$ cat src/rtl/gpio_port_pkg.sv
package gpio_port_pkg;
  localparam int ADDR_W = 4;

  typedef enum logic [ADDR_W-1:0] {
    A_DATA   = 4'd0,
    A_MODE0  = 4'd1,
    A_MODE1  = 4'd2,
    A_MODE2  = 4'd3,
    A_BYPASS = 4'd4,
    A_RISE   = 4'd5,
    A_FALL   = 4'd6,
    A_STATUS = 4'd7,
    A_PIN    = 4'd8,
    A_CFG    = 4'd9
  } reg_addr_e;

  localparam int CFG_W = 2;
  localparam int CFG_IN_TRANSP = 0;
  localparam int CFG_OUT_SYNC  = 1;

  typedef struct packed {
    logic wrData;
    logic wrMode0;
    logic wrMode1;
    logic wrMode2;
    logic wrBypass;
    logic wrRise;
    logic wrFall;
    logic clrStatus;
    logic wrCfg;
  } strobe_t;
endpackage

$ cat src/rtl/gpio_pin_decode.sv
module gpio_pin_decode (
  input  logic       clk,
  input  logic       rst,
  input  logic [2:0] mode,
  input  logic       drv,
  output logic       strongHi,
  output logic       strongLo,
  output logic       pullUp,
  output logic       pullDn,
  output logic       inEn
);
  always_comb begin
    strongHi = 1'b0;
    strongLo = 1'b0;
    pullUp   = 1'b0;
    pullDn   = 1'b0;
    inEn     = (mode != 3'b000);
    case (mode)
      3'b010: begin pullUp = drv; strongLo = ~drv; end
      3'b011: begin strongHi = drv; pullDn = ~drv; end
      3'b100: strongLo = ~drv;
      3'b101: strongHi = drv;
      3'b110: begin strongHi = drv; strongLo = ~drv; end
      3'b111: begin pullUp = drv; pullDn = ~drv; end
      default: ;
    endcase
  end

  // the pad never sees two drivers at once
  p_pad_exclusive_r3: assert property (@(posedge clk) disable iff (rst)
    $countones({strongHi, strongLo, pullUp, pullDn}) <= 1);

  // analog mode leaves the pad fully released
  p_analog_quiet_r7: assert property (@(posedge clk) disable iff (rst)
    (mode == 3'b000) |-> !(strongHi || strongLo || pullUp || pullDn || inEn));
endmodule

$ cat src/rtl/gpio_port_ctrl.sv
module gpio_port_ctrl
  import gpio_port_pkg::*;
#(
  parameter int NUM_PINS = 8
) (
  input  logic                clk,
  input  logic                rst,
  input  logic                regWrEn,
  input  logic [ADDR_W-1:0]   regAddr,
  output strobe_t             strb,
  output logic [NUM_PINS-1:0] regRdData,
  input  logic [NUM_PINS-1:0] dataQ,
  input  logic [NUM_PINS-1:0] mode0Q,
  input  logic [NUM_PINS-1:0] mode1Q,
  input  logic [NUM_PINS-1:0] mode2Q,
  input  logic [NUM_PINS-1:0] bypassQ,
  input  logic [NUM_PINS-1:0] riseQ,
  input  logic [NUM_PINS-1:0] fallQ,
  input  logic [NUM_PINS-1:0] statusQ,
  input  logic [NUM_PINS-1:0] pinState,
  input  logic [CFG_W-1:0]    cfgQ
);
  localparam int PAD_W = NUM_PINS - CFG_W;

  always_comb begin
    strb           = '0;
    strb.wrData    = regWrEn && (regAddr == A_DATA);
    strb.wrMode0   = regWrEn && (regAddr == A_MODE0);
    strb.wrMode1   = regWrEn && (regAddr == A_MODE1);
    strb.wrMode2   = regWrEn && (regAddr == A_MODE2);
    strb.wrBypass  = regWrEn && (regAddr == A_BYPASS);
    strb.wrRise    = regWrEn && (regAddr == A_RISE);
    strb.wrFall    = regWrEn && (regAddr == A_FALL);
    strb.clrStatus = regWrEn && (regAddr == A_STATUS);
    strb.wrCfg     = regWrEn && (regAddr == A_CFG);
  end

  always_comb begin
    case (regAddr)
      A_DATA:   regRdData = dataQ;
      A_MODE0:  regRdData = mode0Q;
      A_MODE1:  regRdData = mode1Q;
      A_MODE2:  regRdData = mode2Q;
      A_BYPASS: regRdData = bypassQ;
      A_RISE:   regRdData = riseQ;
      A_FALL:   regRdData = fallQ;
      A_STATUS: regRdData = statusQ;
      A_PIN:    regRdData = pinState;
      A_CFG:    regRdData = {{PAD_W{1'b0}}, cfgQ};
      default:  regRdData = '0;
    endcase
  end

  // a single write never lands in two registers
  p_one_target_r11: assert property (@(posedge clk) disable iff (rst)
    $onehot0(strb));
endmodule

$ cat src/rtl/gpio_port_datapath.sv
module gpio_port_datapath
  import gpio_port_pkg::*;
#(
  parameter int NUM_PINS = 8
) (
  input  logic                clk,
  input  logic                rst,
  input  strobe_t             strb,
  input  logic [NUM_PINS-1:0] wrData,
  input  logic [NUM_PINS-1:0] hwOut,
  input  logic [NUM_PINS-1:0] padIn,
  output logic [NUM_PINS-1:0] padStrongHi,
  output logic [NUM_PINS-1:0] padStrongLo,
  output logic [NUM_PINS-1:0] padPullUp,
  output logic [NUM_PINS-1:0] padPullDn,
  output logic [NUM_PINS-1:0] padInEn,
  output logic                portIrq,
  output logic [NUM_PINS-1:0] dataQ,
  output logic [NUM_PINS-1:0] mode0Q,
  output logic [NUM_PINS-1:0] mode1Q,
  output logic [NUM_PINS-1:0] mode2Q,
  output logic [NUM_PINS-1:0] bypassQ,
  output logic [NUM_PINS-1:0] riseQ,
  output logic [NUM_PINS-1:0] fallQ,
  output logic [NUM_PINS-1:0] statusQ,
  output logic [NUM_PINS-1:0] pinState,
  output logic [CFG_W-1:0]    cfgQ
);
  logic [NUM_PINS-1:0] outSel, outSyncQ, outVal;
  logic [NUM_PINS-1:0] syncA, syncB, inSel, prevState;
  logic [NUM_PINS-1:0] riseEvt, fallEvt, pinEvt, clrMask;
  logic                cfgWriteNow;

  // configuration and data registers
  always_ff @(posedge clk) begin
    if (rst) begin
      dataQ   <= '0;
      mode0Q  <= '0;
      mode1Q  <= '0;
      mode2Q  <= '0;
      bypassQ <= '0;
      riseQ   <= '0;
      fallQ   <= '0;
      cfgQ    <= '0;
    end else begin
      if (strb.wrData)   dataQ   <= wrData;
      if (strb.wrMode0)  mode0Q  <= wrData;
      if (strb.wrMode1)  mode1Q  <= wrData;
      if (strb.wrMode2)  mode2Q  <= wrData;
      if (strb.wrBypass) bypassQ <= wrData;
      if (strb.wrRise)   riseQ   <= wrData;
      if (strb.wrFall)   fallQ   <= wrData;
      if (strb.wrCfg)    cfgQ    <= wrData[CFG_W-1:0];
    end
  end

  // output value: source select, then optional register stage
  assign outSel = (bypassQ & hwOut) | (~bypassQ & dataQ);

  always_ff @(posedge clk) begin
    if (rst) outSyncQ <= '0;
    else     outSyncQ <= outSel;
  end

  assign outVal = cfgQ[CFG_OUT_SYNC] ? outSyncQ : outSel;

  for (genvar i = 0; i < NUM_PINS; i++) begin : g_pin
    gpio_pin_decode u_dec (
      .clk      (clk),
      .rst      (rst),
      .mode     ({mode2Q[i], mode1Q[i], mode0Q[i]}),
      .drv      (outVal[i]),
      .strongHi (padStrongHi[i]),
      .strongLo (padStrongLo[i]),
      .pullUp   (padPullUp[i]),
      .pullDn   (padPullDn[i]),
      .inEn     (padInEn[i])
    );
  end

  // input path: two-flop synchronizer or transparent, masked by buffer enable
  always_ff @(posedge clk) begin
    if (rst) begin
      syncA <= '0;
      syncB <= '0;
    end else begin
      syncA <= padIn;
      syncB <= syncA;
    end
  end

  assign inSel    = cfgQ[CFG_IN_TRANSP] ? padIn : syncB;
  assign pinState = inSel & padInEn;

  // edge detection and sticky status
  assign cfgWriteNow = strb.wrRise | strb.wrFall;
  assign riseEvt     = pinState & ~prevState & riseQ;
  assign fallEvt     = ~pinState & prevState & fallQ;
  assign pinEvt      = (riseEvt | fallEvt) & {NUM_PINS{~cfgWriteNow}};
  assign clrMask     = strb.clrStatus ? wrData : '0;

  always_ff @(posedge clk) begin
    if (rst) begin
      prevState <= '0;
      statusQ   <= '0;
    end else begin
      prevState <= pinState;
      statusQ   <= (statusQ & ~clrMask) | pinEvt;
    end
  end

  assign portIrq = |(statusQ & (riseQ | fallQ));

  // a latched event survives every cycle without a matching clear
  for (genvar k = 0; k < NUM_PINS; k++) begin : g_chk
    p_status_sticky_r8: assert property (@(posedge clk) disable iff (rst)
      (statusQ[k] && !(strb.clrStatus && wrData[k])) |=> statusQ[k]);
  end

  // an edge-selection write adds no event on its own edge
  p_cfg_write_quiet_r9: assert property (@(posedge clk) disable iff (rst)
    (cfgWriteNow && !strb.clrStatus) |=> (statusQ == $past(statusQ)));
endmodule

$ cat src/rtl/gpio_port_top.sv
module gpio_port_top
  import gpio_port_pkg::*;
#(
  parameter int NUM_PINS = 8
) (
  input  logic                clk,
  input  logic                rst,
  input  logic                regWrEn,
  input  logic [ADDR_W-1:0]   regAddr,
  input  logic [NUM_PINS-1:0] regWrData,
  output logic [NUM_PINS-1:0] regRdData,
  input  logic [NUM_PINS-1:0] hwOut,
  input  logic [NUM_PINS-1:0] padIn,
  output logic [NUM_PINS-1:0] padStrongHi,
  output logic [NUM_PINS-1:0] padStrongLo,
  output logic [NUM_PINS-1:0] padPullUp,
  output logic [NUM_PINS-1:0] padPullDn,
  output logic [NUM_PINS-1:0] padInEn,
  output logic                portIrq
);
  strobe_t             strb;
  logic [NUM_PINS-1:0] dataQ, mode0Q, mode1Q, mode2Q, bypassQ;
  logic [NUM_PINS-1:0] riseQ, fallQ, statusQ, pinState;
  logic [CFG_W-1:0]    cfgQ;

  gpio_port_ctrl #(.NUM_PINS(NUM_PINS)) u_ctrl (
    .clk       (clk),
    .rst       (rst),
    .regWrEn   (regWrEn),
    .regAddr   (regAddr),
    .strb      (strb),
    .regRdData (regRdData),
    .dataQ     (dataQ),
    .mode0Q    (mode0Q),
    .mode1Q    (mode1Q),
    .mode2Q    (mode2Q),
    .bypassQ   (bypassQ),
    .riseQ     (riseQ),
    .fallQ     (fallQ),
    .statusQ   (statusQ),
    .pinState  (pinState),
    .cfgQ      (cfgQ)
  );

  gpio_port_datapath #(.NUM_PINS(NUM_PINS)) u_dp (
    .clk         (clk),
    .rst         (rst),
    .strb        (strb),
    .wrData      (regWrData),
    .hwOut       (hwOut),
    .padIn       (padIn),
    .padStrongHi (padStrongHi),
    .padStrongLo (padStrongLo),
    .padPullUp   (padPullUp),
    .padPullDn   (padPullDn),
    .padInEn     (padInEn),
    .portIrq     (portIrq),
    .dataQ       (dataQ),
    .mode0Q      (mode0Q),
    .mode1Q      (mode1Q),
    .mode2Q      (mode2Q),
    .bypassQ     (bypassQ),
    .riseQ       (riseQ),
    .fallQ       (fallQ),
    .statusQ     (statusQ),
    .pinState    (pinState),
    .cfgQ        (cfgQ)
  );
endmodule

$ cat config.mk
export PLATFORM = sky130hd
export DESIGN_NAME = gpio_port_top
export DESIGN_NICKNAME = d
export VERILOG_FILES = /design/src/rtl/gpio_port_pkg.sv /design/src/rtl/gpio_pin_decode.sv /design/src/rtl/gpio_port_ctrl.sv /design/src/rtl/gpio_port_datapath.sv /design/src/rtl/gpio_port_top.sv
export SDC_FILE = /design/constraint.sdc
export NUM_CORES = 1
export LEC_CHECK = 0
export ABC_AREA = 0
export BUFFER_PORTS_ARGS = -buffer_cell sky130_fd_sc_hd__buf_4
export CORE_ASPECT_RATIO = 0.9
export CORE_MARGIN = 8
export CORE_UTILIZATION = 55
export CTS_BUF_LIST = sky130_fd_sc_hd__clkbuf_8
export DETAILED_ROUTE_END_ITERATION = 6
export GPL_TIMING_DRIVEN = 0
export PLACE_DENSITY_LB_ADDON = 0.12
export SYNTH_ARGS = -nofsm -noshare
export SYNTH_HDL_FRONTEND = slang
export SYNTH_SLANG_ARGS = --single-unit
$ cat constraint.sdc
create_clock -name clk -period 1.95 [get_ports clk]
set_input_delay 0.195 -clock clk [delete_from_list [all_inputs] [get_ports clk]]
set_output_delay 0.195 -clock clk [all_outputs]
set_load 0.02 [all_outputs]
==> results.json <==
{
  "layout-drive-gt1-share_pct": 33.4,
  "place_ws_ps": -74.5,
  "clk_latency_ps": 370,
  "drt_wl_total_mm": 16.6,
  "clk_pin_slew_ps": 100,
  "start_util_pct": 56.3,
  "fin_tns_setup_ps": -70.5,
  "ys_warn_count": 0,
  "grt_pass1_wl_mm": 25.7,
  "syn_to_final_growth_pct": 24.2,
  "wl_met2_mm": 7.83,
  "num_antenna_cells": 0,
  "clock_path_buffers": 2,
  "p_total_mw": 3.97,
  "layout_commonest_cell": "buf_4",
  "drtIter0Drc": 314,
  "synth_ff_type": "dfxtp_1",
  "synth_area_mm2": 0.00543,
  "slew_headroom_pct": 47.0,
  "ir_worst_vdd_v": 0.000567,
  "critPathTopFamily": "compound AO/OA/AOI/OAI gates",
  "path_buf_inv": 2,
  "setup_ws_ps": -43.7,
  "hold_class": "in -> reg",
  "rsz0062_at_grt": "true",
  "fin_cells": 856,
  "port_buffers": 69,
  "path_cells": "buf_12, mux2_2, a32o_1, a22oi_1, o211ai_1, buf_4",
  "rows": 34,
  "slowest_delay_ps": 340,
  "final_cell_mix": "108 x buf_4, 81 x dfxtp_1, 70 x nand2_1",
  "syn-num-nets": 679,
  "crit_type": "reg -> out",
  "hpwlAfterDp_mm": 12.0,
  "die_w_um": 121,
  "fin_skew_ps": 16.2,
  "p_per_area_mw_per_mm2": 587,
  "seq_area_frac_synth_pct": 36.1,
  "crit_path_start_kind": "flop",
  "root_buffer": "clkbuf_8",
  "cts_max_level": 3,
  "synth_cell_types": 47,
  "viasPerCell": 5.74,
  "ant_nets": 0,
  "synth-edff-count": 0,
  "grt_pass1_vias": 4842,
  "design.die.area_mm2": 0.0133,
  "setup_viol": 2,
  "synth.avg_cell_area_um2": 8.39,
  "worstMarginPinSlew_ps": 795,
  "period_needed_ps": 1990,
  "status": "finished with violations",
  "cp_slowest_cell": "dfxtp_2",
  "cp.arrival_ps": 1800,
  "async_reset_ff_share_pct": 0,
  "maxCapViolations": 0,
  "grt_overflow": 0,
  "dp.cells": 843,
  "hold_viol": 0,
  "antenna_found_initial": 0,
  "drc": 2,
  "core_area_mm2": 0.00966,
  "fillers": 796,
  "drv_slew": 0,
  "violations": "DRC, setup timing",
  "synth_seq_cells": 98,
  "design.portCount": 80,
  "place_congestion": 0.916,
  "crit_required_ps": 1750,
  "route.layer.met1.wl_mm": 7.14,
  "wire_per_inst_um": 19.4,
  "cts.sinks": 98,
  "grt_max_degree": 17,
  "max_freq_ghz": 0.502,
  "critPathMaxFanout": 10,
  "cts_buffers": 9,
  "die_h_um": 110,
  "vias": 4912,
  "tritoncts": "done",
  "endpoint_kind": "output pin",
  "track_usage_pct": 24.9,
  "syn_inst": 648,
  "dr.pass1.iters": 7,
  "utilization_pct": 69.9,
  "top_layer": "met4",
  "wl_met3_mm": 1.35,
  "nNetsFinal": 757,
  "period_share_pct": 102,
  "leakage_nw": 2.82
}
==> synth_stat cells (4+ instances only) <==
master     instances  area share (%)
a32o_1             9             1.7
o21ai_1            4            0.37
nor2b_1           17             2.0
xor2_1             5            0.81
nor2_1            54             3.7
dfxtp_1           98              36
and2_1            17             2.0
a21oi_1           39             3.6
mux2_2            18             3.7
nand3_1           18             1.7
a2bb2oi_1          5            0.81
nand2_1           70             4.8
o21ai_0           25             2.3
nor3_1            25             2.3
xnor2_1            8             1.3
clkbuf_1          33             2.3
inv_1             10            0.69
nor2_2             4            0.46
buf_6              8             1.7
buf_4             45             6.2
and3_1            11             1.3
buf_2              7            0.64
mux2i_1           58              11
a211o_1            4            0.64
a22oi_1           13             1.8
nand2b_1          11             1.3
==> kinds of logic (layout without fill, tap and decap cells) <==
logic type	count (synthesis)	after routing	share of synthesized area (%)
AND/OR/NAND/NOR	242	242	21.9
multiplexers	78	78	15.0
buffers and inverters	107	189	12.2
flip-flops	98	98	36.1
XOR/XNOR	13	13	2.10
AO/OA/AOI/OAI	110	110	12.7
==> where the power goes <==
group	switching [mW]	internal, mW
Clock	0.738	0.721
Sequential	0.0287	2.03
Combinational	0.260	0.185
==> metrics by stage <==
step	instance area [um2]	hold slack, ps
after floorplan	5430	323
after global placement	6110	424
after detailed placement	6110	428
after CTS	6590	43.3
after global routing	6750	60.3
final	6750	48.2
==> path summary, 6_finish.rpt <==
kind,start,endpoint,slack (ps),cells after the start
hold / removal,padIn[5],u_dp.syncA[5]$_SDFF_PP0_,50,2
setup / recovery,u_dp.cfgQ[0]$_SDFFE_PP0P_,regRdData[0],-40,6
hold reg to reg,u_dp.syncA[2]$_SDFF_PP0_,u_dp.syncB[2]$_SDFF_PP0_,450,1
setup reg to reg,u_dp.mode1Q[5]$_SDFFE_PP0P_,u_dp.statusQ[5]$_SDFF_PP0_,550,5
==> metal layers <==
layer  track usage, %  up-vias
met2             41.7      212
met3             5.45       26
met1             31.6     2346
met5                0        -
li1                 -     2328
met4             7.84        0
==> layout make-up <==
cell class	instances	area [um2]	share of cell area [%]
inverter	10	37.5	0.556
buffer	77	547	8.10
clock inverter	6	90.1	1.33
multi-input combinational	443	3100	45.9
tap	126	158	2.34
sequential	98	1990	29.4
timing repair buffer	87	709	10.5
clock buffer	9	124	1.84
==> worst register-to-register path, cell delays in order (launching register included) <==
cell and delay (ps):
dfxtp_1 310, clkbuf_1 310, nor3_2 100, nor2_1 250, mux2i_1 120, a32o_1 210
==> repair_timing <==
item / CTS / global route
gates cloned: 0 / 0
hold buffers: 0 / 0
setup endpoints to repair: 43 / 31
gates resized for setup: 53 / 54
pin swaps: 9 / 10
setup buffers: 14 / 4
(Power assumes the default switching activity.)
